<file path="config.mk">
export PLATFORM = sky130hd
export DESIGN_NAME = flpwm_gen
export DESIGN_NICKNAME = d
export VERILOG_FILES = /design/src/rtl/flpwm_pkg.sv /design/src/rtl/flpwm_rst_sync.sv /design/src/rtl/flpwm_in_sync.sv /design/src/rtl/flpwm_regs.sv /design/src/rtl/flpwm_core.sv /design/src/rtl/flpwm_gen.sv
export SDC_FILE = /design/constraint.sdc
export NUM_CORES = 1
export LEC_CHECK = 0
export ABC_AREA = 1
export BUFFER_PORTS_ARGS = -buffer_cell sky130_fd_sc_hd__clkbuf_2
export CORE_ASPECT_RATIO = 1.4
export CORE_MARGIN = 1
export CORE_UTILIZATION = 45
export DETAILED_ROUTE_END_ITERATION = 8
export GPL_ROUTABILITY_DRIVEN = 0
export SYNTH_ARGS = -nofsm -noshare
export SYNTH_HDL_FRONTEND = slang
export SYNTH_SLANG_ARGS = --single-unit
</file>
<file path="constraint.sdc">
create_clock -name clk -period 2.3 [get_ports clk]
set_input_delay 0.46 -clock clk [delete_from_list [all_inputs] [get_ports clk]]
set_output_delay 0.46 -clock clk [all_outputs]
set_load 0.02 [all_outputs]
</file>
<file path="src/rtl/flpwm_pkg.sv">
package flpwm_pkg;

  localparam int ADDR_W = 2;

  localparam logic [ADDR_W-1:0] ADDR_CTRL = 2'd0;
  localparam logic [ADDR_W-1:0] ADDR_PER  = 2'd1;
  localparam logic [ADDR_W-1:0] ADDR_DUTY = 2'd2;

  // control register: bit 2 resync, bit 1 invert, bit 0 enable
  typedef struct packed {
    logic resync;
    logic invert;
    logic enable;
  } ctrl_t;

  localparam int CTRL_W = $bits(ctrl_t);

endpackage

</file>
<file path="src/rtl/flpwm_rst_sync.sv">
module flpwm_rst_sync #(
  parameter int STAGES = 2
) (
  input  logic clk,
  input  logic arst_n,
  output logic rst_n_o
);

  logic [STAGES-1:0] chain_q;
  logic [STAGES-1:0] chain_d;

  always_comb begin
    chain_d = {chain_q[STAGES-2:0], 1'b1};
  end

  always_ff @(posedge clk or negedge arst_n) begin
    if (!arst_n) chain_q <= '0;
    else         chain_q <= chain_d;
  end

  assign rst_n_o = chain_q[STAGES-1];

endmodule

</file>
<file path="src/rtl/flpwm_in_sync.sv">
module flpwm_in_sync #(
  parameter int WIDTH  = 3,
  parameter int STAGES = 2
) (
  input  logic             clk,
  input  logic             rst_n,
  input  logic [WIDTH-1:0] async_i,
  output logic [WIDTH-1:0] sync_o
);

  for (genvar b = 0; b < WIDTH; b++) begin : g_bit
    logic [STAGES-1:0] stg_q;
    logic [STAGES-1:0] stg_d;

    always_comb begin
      stg_d = {stg_q[STAGES-2:0], async_i[b]};
    end

    always_ff @(posedge clk or negedge rst_n) begin
      if (!rst_n) stg_q <= '0;
      else        stg_q <= stg_d;
    end

    assign sync_o[b] = stg_q[STAGES-1];
  end

endmodule

</file>
<file path="src/rtl/flpwm_regs.sv">
module flpwm_regs
  import flpwm_pkg::*;
#(
  parameter int CNT_W  = 8,
  parameter int DUTY_W = 9
) (
  input  logic              clk,
  input  logic              rst_n,
  input  logic              we_i,
  input  logic [ADDR_W-1:0] addr_i,
  input  logic [DUTY_W-1:0] wdata_i,
  output ctrl_t             ctrl_o,
  output logic [CNT_W-1:0]  per_o,
  output logic [DUTY_W-1:0] duty_o
);

  ctrl_t             ctrl_q, ctrl_d;
  logic [CNT_W-1:0]  per_q,  per_d;
  logic [DUTY_W-1:0] duty_q, duty_d;
  logic              ctrl_en, per_en, duty_en;

  always_comb begin
    ctrl_en = we_i && (addr_i == ADDR_CTRL);
    per_en  = we_i && (addr_i == ADDR_PER);
    duty_en = we_i && (addr_i == ADDR_DUTY);
    ctrl_d  = ctrl_t'(wdata_i[CTRL_W-1:0]);
    per_d   = wdata_i[CNT_W-1:0];
    duty_d  = wdata_i;
  end

  always_ff @(posedge clk or negedge rst_n) begin
    if (!rst_n) begin
      ctrl_q <= '0;
      per_q  <= '0;
      duty_q <= '0;
    end else begin
      if (ctrl_en) ctrl_q <= ctrl_d;
      if (per_en)  per_q  <= per_d;
      if (duty_en) duty_q <= duty_d;
    end
  end

  assign ctrl_o = ctrl_q;
  assign per_o  = per_q;
  assign duty_o = duty_q;

endmodule

</file>
<file path="src/rtl/flpwm_core.sv">
module flpwm_core
  import flpwm_pkg::*;
#(
  parameter int CNT_W  = 8,
  parameter int DUTY_W = 9
) (
  input  logic              clk,
  input  logic              rst_n,
  input  logic              pwr_en_s,
  input  logic              rtc_s,
  input  logic              sync_s,
  input  ctrl_t             ctrl_i,
  input  logic [CNT_W-1:0]  per_i,
  input  logic [DUTY_W-1:0] duty_i,
  output logic              pwm_o
);

  localparam int PAD_W = DUTY_W - CNT_W;

  logic              rtc_prev_q, sync_prev_q;
  logic              tick, restart, run, wrap;
  logic [CNT_W-1:0]  cnt_q,  cnt_d;
  logic [CNT_W-1:0]  per_q,  per_d;
  logic [DUTY_W-1:0] duty_q, duty_d;
  logic              out_q,  out_d;
  logic              below;

  always_comb begin
    run     = pwr_en_s && ctrl_i.enable;
    tick    = rtc_s && !rtc_prev_q;
    restart = ctrl_i.resync && sync_s && !sync_prev_q;
    wrap    = (cnt_q == per_q);

    cnt_d  = cnt_q;
    per_d  = per_q;
    duty_d = duty_q;
    if (!run) begin
      cnt_d  = '0;
      per_d  = per_i;
      duty_d = duty_i;
    end else if (restart) begin
      cnt_d  = '0;
      per_d  = per_i;
      duty_d = duty_i;
    end else if (tick) begin
      if (wrap) begin
        cnt_d  = '0;
        per_d  = per_i;
        duty_d = duty_i;
      end else begin
        cnt_d = cnt_q + 1'b1;
      end
    end

    below = ({{PAD_W{1'b0}}, cnt_q} < duty_q);
    out_d = ctrl_i.invert ^ (run && below);
  end

  always_ff @(posedge clk or negedge rst_n) begin
    if (!rst_n) begin
      rtc_prev_q  <= 1'b0;
      sync_prev_q <= 1'b0;
      cnt_q       <= '0;
      per_q       <= '0;
      duty_q      <= '0;
      out_q       <= 1'b0;
    end else begin
      rtc_prev_q  <= rtc_s;
      sync_prev_q <= sync_s;
      cnt_q       <= cnt_d;
      per_q       <= per_d;
      duty_q      <= duty_d;
      out_q       <= out_d;
    end
  end

  assign pwm_o = out_q;

endmodule

</file>
<file path="src/rtl/flpwm_gen.sv">
module flpwm_gen
  import flpwm_pkg::*;
#(
  parameter int CNT_W       = 8,
  parameter int DUTY_W      = 9,
  parameter int SYNC_STAGES = 2
) (
  input  logic              clk,
  input  logic              pwr_fault_n,
  input  logic              pwr_en,
  input  logic              rtc_clk,
  input  logic              tp_sync,
  input  logic              reg_we,
  input  logic [ADDR_W-1:0] reg_addr,
  input  logic [DUTY_W-1:0] reg_wdata,
  output logic              fl_pwm_o
);

  localparam int N_ASYNC = 3;

  logic               rst_n;
  logic [N_ASYNC-1:0] async_lv, sync_lv;
  ctrl_t              ctrl;
  logic [CNT_W-1:0]   per_reg;
  logic [DUTY_W-1:0]  duty_reg;

  flpwm_rst_sync #(.STAGES(SYNC_STAGES)) u_rst (
    .clk     (clk),
    .arst_n  (pwr_fault_n),
    .rst_n_o (rst_n)
  );

  assign async_lv = {tp_sync, rtc_clk, pwr_en};

  flpwm_in_sync #(.WIDTH(N_ASYNC), .STAGES(SYNC_STAGES)) u_sync (
    .clk     (clk),
    .rst_n   (rst_n),
    .async_i (async_lv),
    .sync_o  (sync_lv)
  );

  flpwm_regs #(.CNT_W(CNT_W), .DUTY_W(DUTY_W)) u_regs (
    .clk     (clk),
    .rst_n   (rst_n),
    .we_i    (reg_we),
    .addr_i  (reg_addr),
    .wdata_i (reg_wdata),
    .ctrl_o  (ctrl),
    .per_o   (per_reg),
    .duty_o  (duty_reg)
  );

  flpwm_core #(.CNT_W(CNT_W), .DUTY_W(DUTY_W)) u_core (
    .clk      (clk),
    .rst_n    (rst_n),
    .pwr_en_s (sync_lv[0]),
    .rtc_s    (sync_lv[1]),
    .sync_s   (sync_lv[2]),
    .ctrl_i   (ctrl),
    .per_i    (per_reg),
    .duty_i   (duty_reg),
    .pwm_o    (fl_pwm_o)
  );

endmodule

</file>
==> results_dict.tcl <==
set metrics [dict create \
    yosysMostFrequentCell "nand2_1" \
    hold_path_depth 1 \
    fin_worst_skew_ns 0.004730 \
    first_pass_iters 4 \
    peakVddDrop_v 0.0005154 \
    worstSetupStartpointType "flop" \
    grt_max_degree 29 \
    nets 330 \
    power_density_nw_per_um2 767.8 \
    fin_crit_sh 0.7814 \
    maxSlewViolCount 0 \
    finalSetupViolCount 0 \
    synthMuxAreaShare 0.004429 \
    cts_tree "yes" \
    clock_latency_ns 0.31 \
    cp_max_fo 21 \
    ys_ff_latch 56 \
    grt_usage 0.1867 \
    antenna_found_initial 0 \
    synth_fp_nets 311 \
    leakagePower_nw 1.446 \
    cts_resized 0 \
    vias 1779 \
    wl_per_cell_um 12.43 \
    cp.required_ns 2.50 \
    r2r_start "u_sync.g_bit[1].stg_q[1]" \
    yosysWarnings 0 \
    hold_end "u_sync.g_bit[0].stg_q[0]" \
    synth_area_leaders "dfrtp_1, nand2_1, nand3_1" \
    synth_area_per_cell_um2 8.890 \
    synth_xor_area_frac 0.01378 \
    rrSetupSlack_ns 0.50 \
    netlist-cell-type-count 30 \
    synth_compound_area_frac 0.07776 \
    maxCapViolations 0 \
    yosysTopAreaCellShare 0.5512 \
    n_antenna_cell 0 \
    clock_path_buffers 2 \
    cp.arrival_ns 2.00 \
    slew_headroom 0.4557 \
    yosys.area.top_type "dfrtp_1" \
    synth_ff_type "dfrtp_1" \
    critPathKind "reg2reg" \
    synthAdderAreaFrac 0.03937 \
    path_delay_family "compound AO/OA/AOI/OAI gates" \
    postCtsHoldBufs 1 \
    overflow 0 \
    grt_pass1_vias 1850 \
    slowest_delay_ns 0.65 \
    drt-vias-per-instance 4.757 \
    placed_area_um2 2673 \
    start_util 0.4635 \
    final.setup.tns_ns 0 \
    synthArstFlopShare 1.000 \
    drtIter0Drc 113 \
    netlist_instances 286 \
    port_buffers 17 \
    syn_to_final_growth_pct 9.006 \
    synth-edff-count 0 \
    fin_util 0.5052 \
    clock-sinks 56 \
    min_path_type "in2reg" \
    hold_start "pwr_en" \
    critical_path.cell_chain "inv_1 -> o21ai_2 -> nand2_2 -> nand2_1 -> nand2_1" \
    rr_worst_depth 5 \
    crit_top_cell "nand2_1" \
    cp_slowest_cell "o21ai_2" \
    htree_levels 2 \
    final_hold_viol_count 0 \
    timing.final.crit_period_ns 1.797 \
    route.detailed.drc 0 \
    max_slew.worst_pin.slew_ns 0.8163 \
    synthSimpleGateAreaFrac 0.2347 \
    die_height_um 90.94 \
    drt-total-wl_um 4649 \
    die_area_um2 5959 \
    seq_area_frac_synth 0.5512 \
    crit_buf_inv 1 \
    core_um2 5485 \
    ant_nets 0 \
    status "complete, no violations" \
    synth_area_um2 2542 \
    die_w_um 65.53 \
    reg2reg_to "u_core.duty_q[1]" \
    crit_path_end_kind "flop" \
    cts_made_buffers 5 \
    dp_hpwl_um 3516 \
    drive_above_1_share 0.1275 \
    max_freq_mhz 556.4 \
    root_buffer "clkbuf_8" \
    clkTransAtPathRegs_ns 0.10 \
    postLayoutCellArea_um2 2771 \
    io_pins 18 \
    grt_pass1_wl_um 8211 \
    synth_top_family_by_area "simple AND/OR/NAND/NOR gates" \
    synthTopCellsByCount "nand2_1, dfrtp_1, inv_1" \
    rsz0062_at_grt "false" \
    post-cts-setup-buffer-count 0 \
    rows 32 \
]
==> state kept, by name, indices dropped and copies added, names as in the netlist <==
name,cells
u_core.duty_q,9
u_regs.duty_o,9
u_core.cnt_q,8
u_core.per_q,8
u_regs.per_o,8
u_sync.g_bit.stg_q,6
u_regs.ctrl_o,3
u_rst.chain_q,2
u_core.pwm_o,1
u_core.rtc_prev_q,1
u_core.sync_prev_q,1
==> kinds of logic (layout without fill, tap and decap cells) <==
group / Yosys count / count (layout)
fa+ha+maj: 8 / 8
other cells: 1 / 1
flops: 56 / 56
simple gates: 143 / 143
buf+inv: 41 / 61
mux: 1 / 1
xor+xnor: 4 / 4
compound gates: 32 / 32
==> power breakdown <==
| part | internal [mW] | total [mW] | switching [mW] | leakage, nW |
|---|---|---|---|---|
| logic | 0.151 | 0.368 | 0.217 | 0.702 |
| registers | 1.13 | 1.23 | 0.101 | 0.702 |
| clock network | 0.217 | 0.531 | 0.314 | 0.0414 |
| total | 1.50 | 2.13 | 0.632 | 1.45 |
==> per-layer routing <==
| metal | vias up | share of wire | GRT usage |
|---|---|---|---|
| met1 | 821 | 0.45 | 0.2129 |
| met3 | 5 | 0.017 | 0.03015 |
| met4 | 0 | 0.021 | 0.08696 |
| met5 | - | 0 | 0 |
| met2 | 15 | 0.52 | 0.3308 |
| li1 | 938 | - | - |
==> worst max-delay path by stage <==
stage | from | depth (start not counted) | end | slack (ns)
floorplan | u_rst.chain_q[1] | 0 | u_core.cnt_q[0] | 0.63
CTS | u_sync.g_bit[1].stg_q[1] | 5 | u_core.duty_q[1] | 0.47
finish | u_sync.g_bit[1].stg_q[1] | 5 | u_core.duty_q[1] | 0.50
global placement | u_core.cnt_q[7] | 8 | u_core.duty_q[3] | 0.52
global route | u_sync.g_bit[1].stg_q[1] | 5 | u_core.per_q[5] | 0.24
detailed placement | u_sync.g_bit[1].stg_q[1] | 5 | u_core.duty_q[1] | 0.49
==> layout by cell type, fill, tap and decap left out, drive strengths merged, types with 3 or more instances in the layout <==
master  synthesis  layout
a21oi           5       5
buf             7       3
clkbuf          2      23
dfrtp          56      56
ha              8       8
inv            32      32
nand2          98      98
nand3          26      26
nor2           13      13
o21ai          22      22
xnor2           4       4
==> area by class of cell <==
cell class / instances / area (µm²)
inverter: 32 / 120.1
tap: 68 / 85.08
clock inverter: 2 / 16.27
multi-input combinational: 189 / 944.7
timing repair buffer: 21 / 130.1
fill: 532 / 2714
clock buffer: 6 / 72.57
sequential: 56 / 1403
==> per-stage QoR <==
| stage | setup WS, ns | power (mW) | hold WS (ns) | instances |
|---|---|---|---|---|
| global placement | 0.5209 | 1.610 | 0.2461 | 365 |
| CTS | 0.4685 | 2.164 | 0.2330 | 374 |
| global route | 0.2442 | 2.282 | 0.2267 | 374 |
| detailed placement | 0.4864 | 1.626 | 0.2539 | 365 |
| floorplan | 0.6255 | 1.527 | 0.1644 | 286 |
| finish | 0.5027 | 2.128 | 0.2502 | 374 |
No activity file was read; power rests on OpenSTA's default activity.
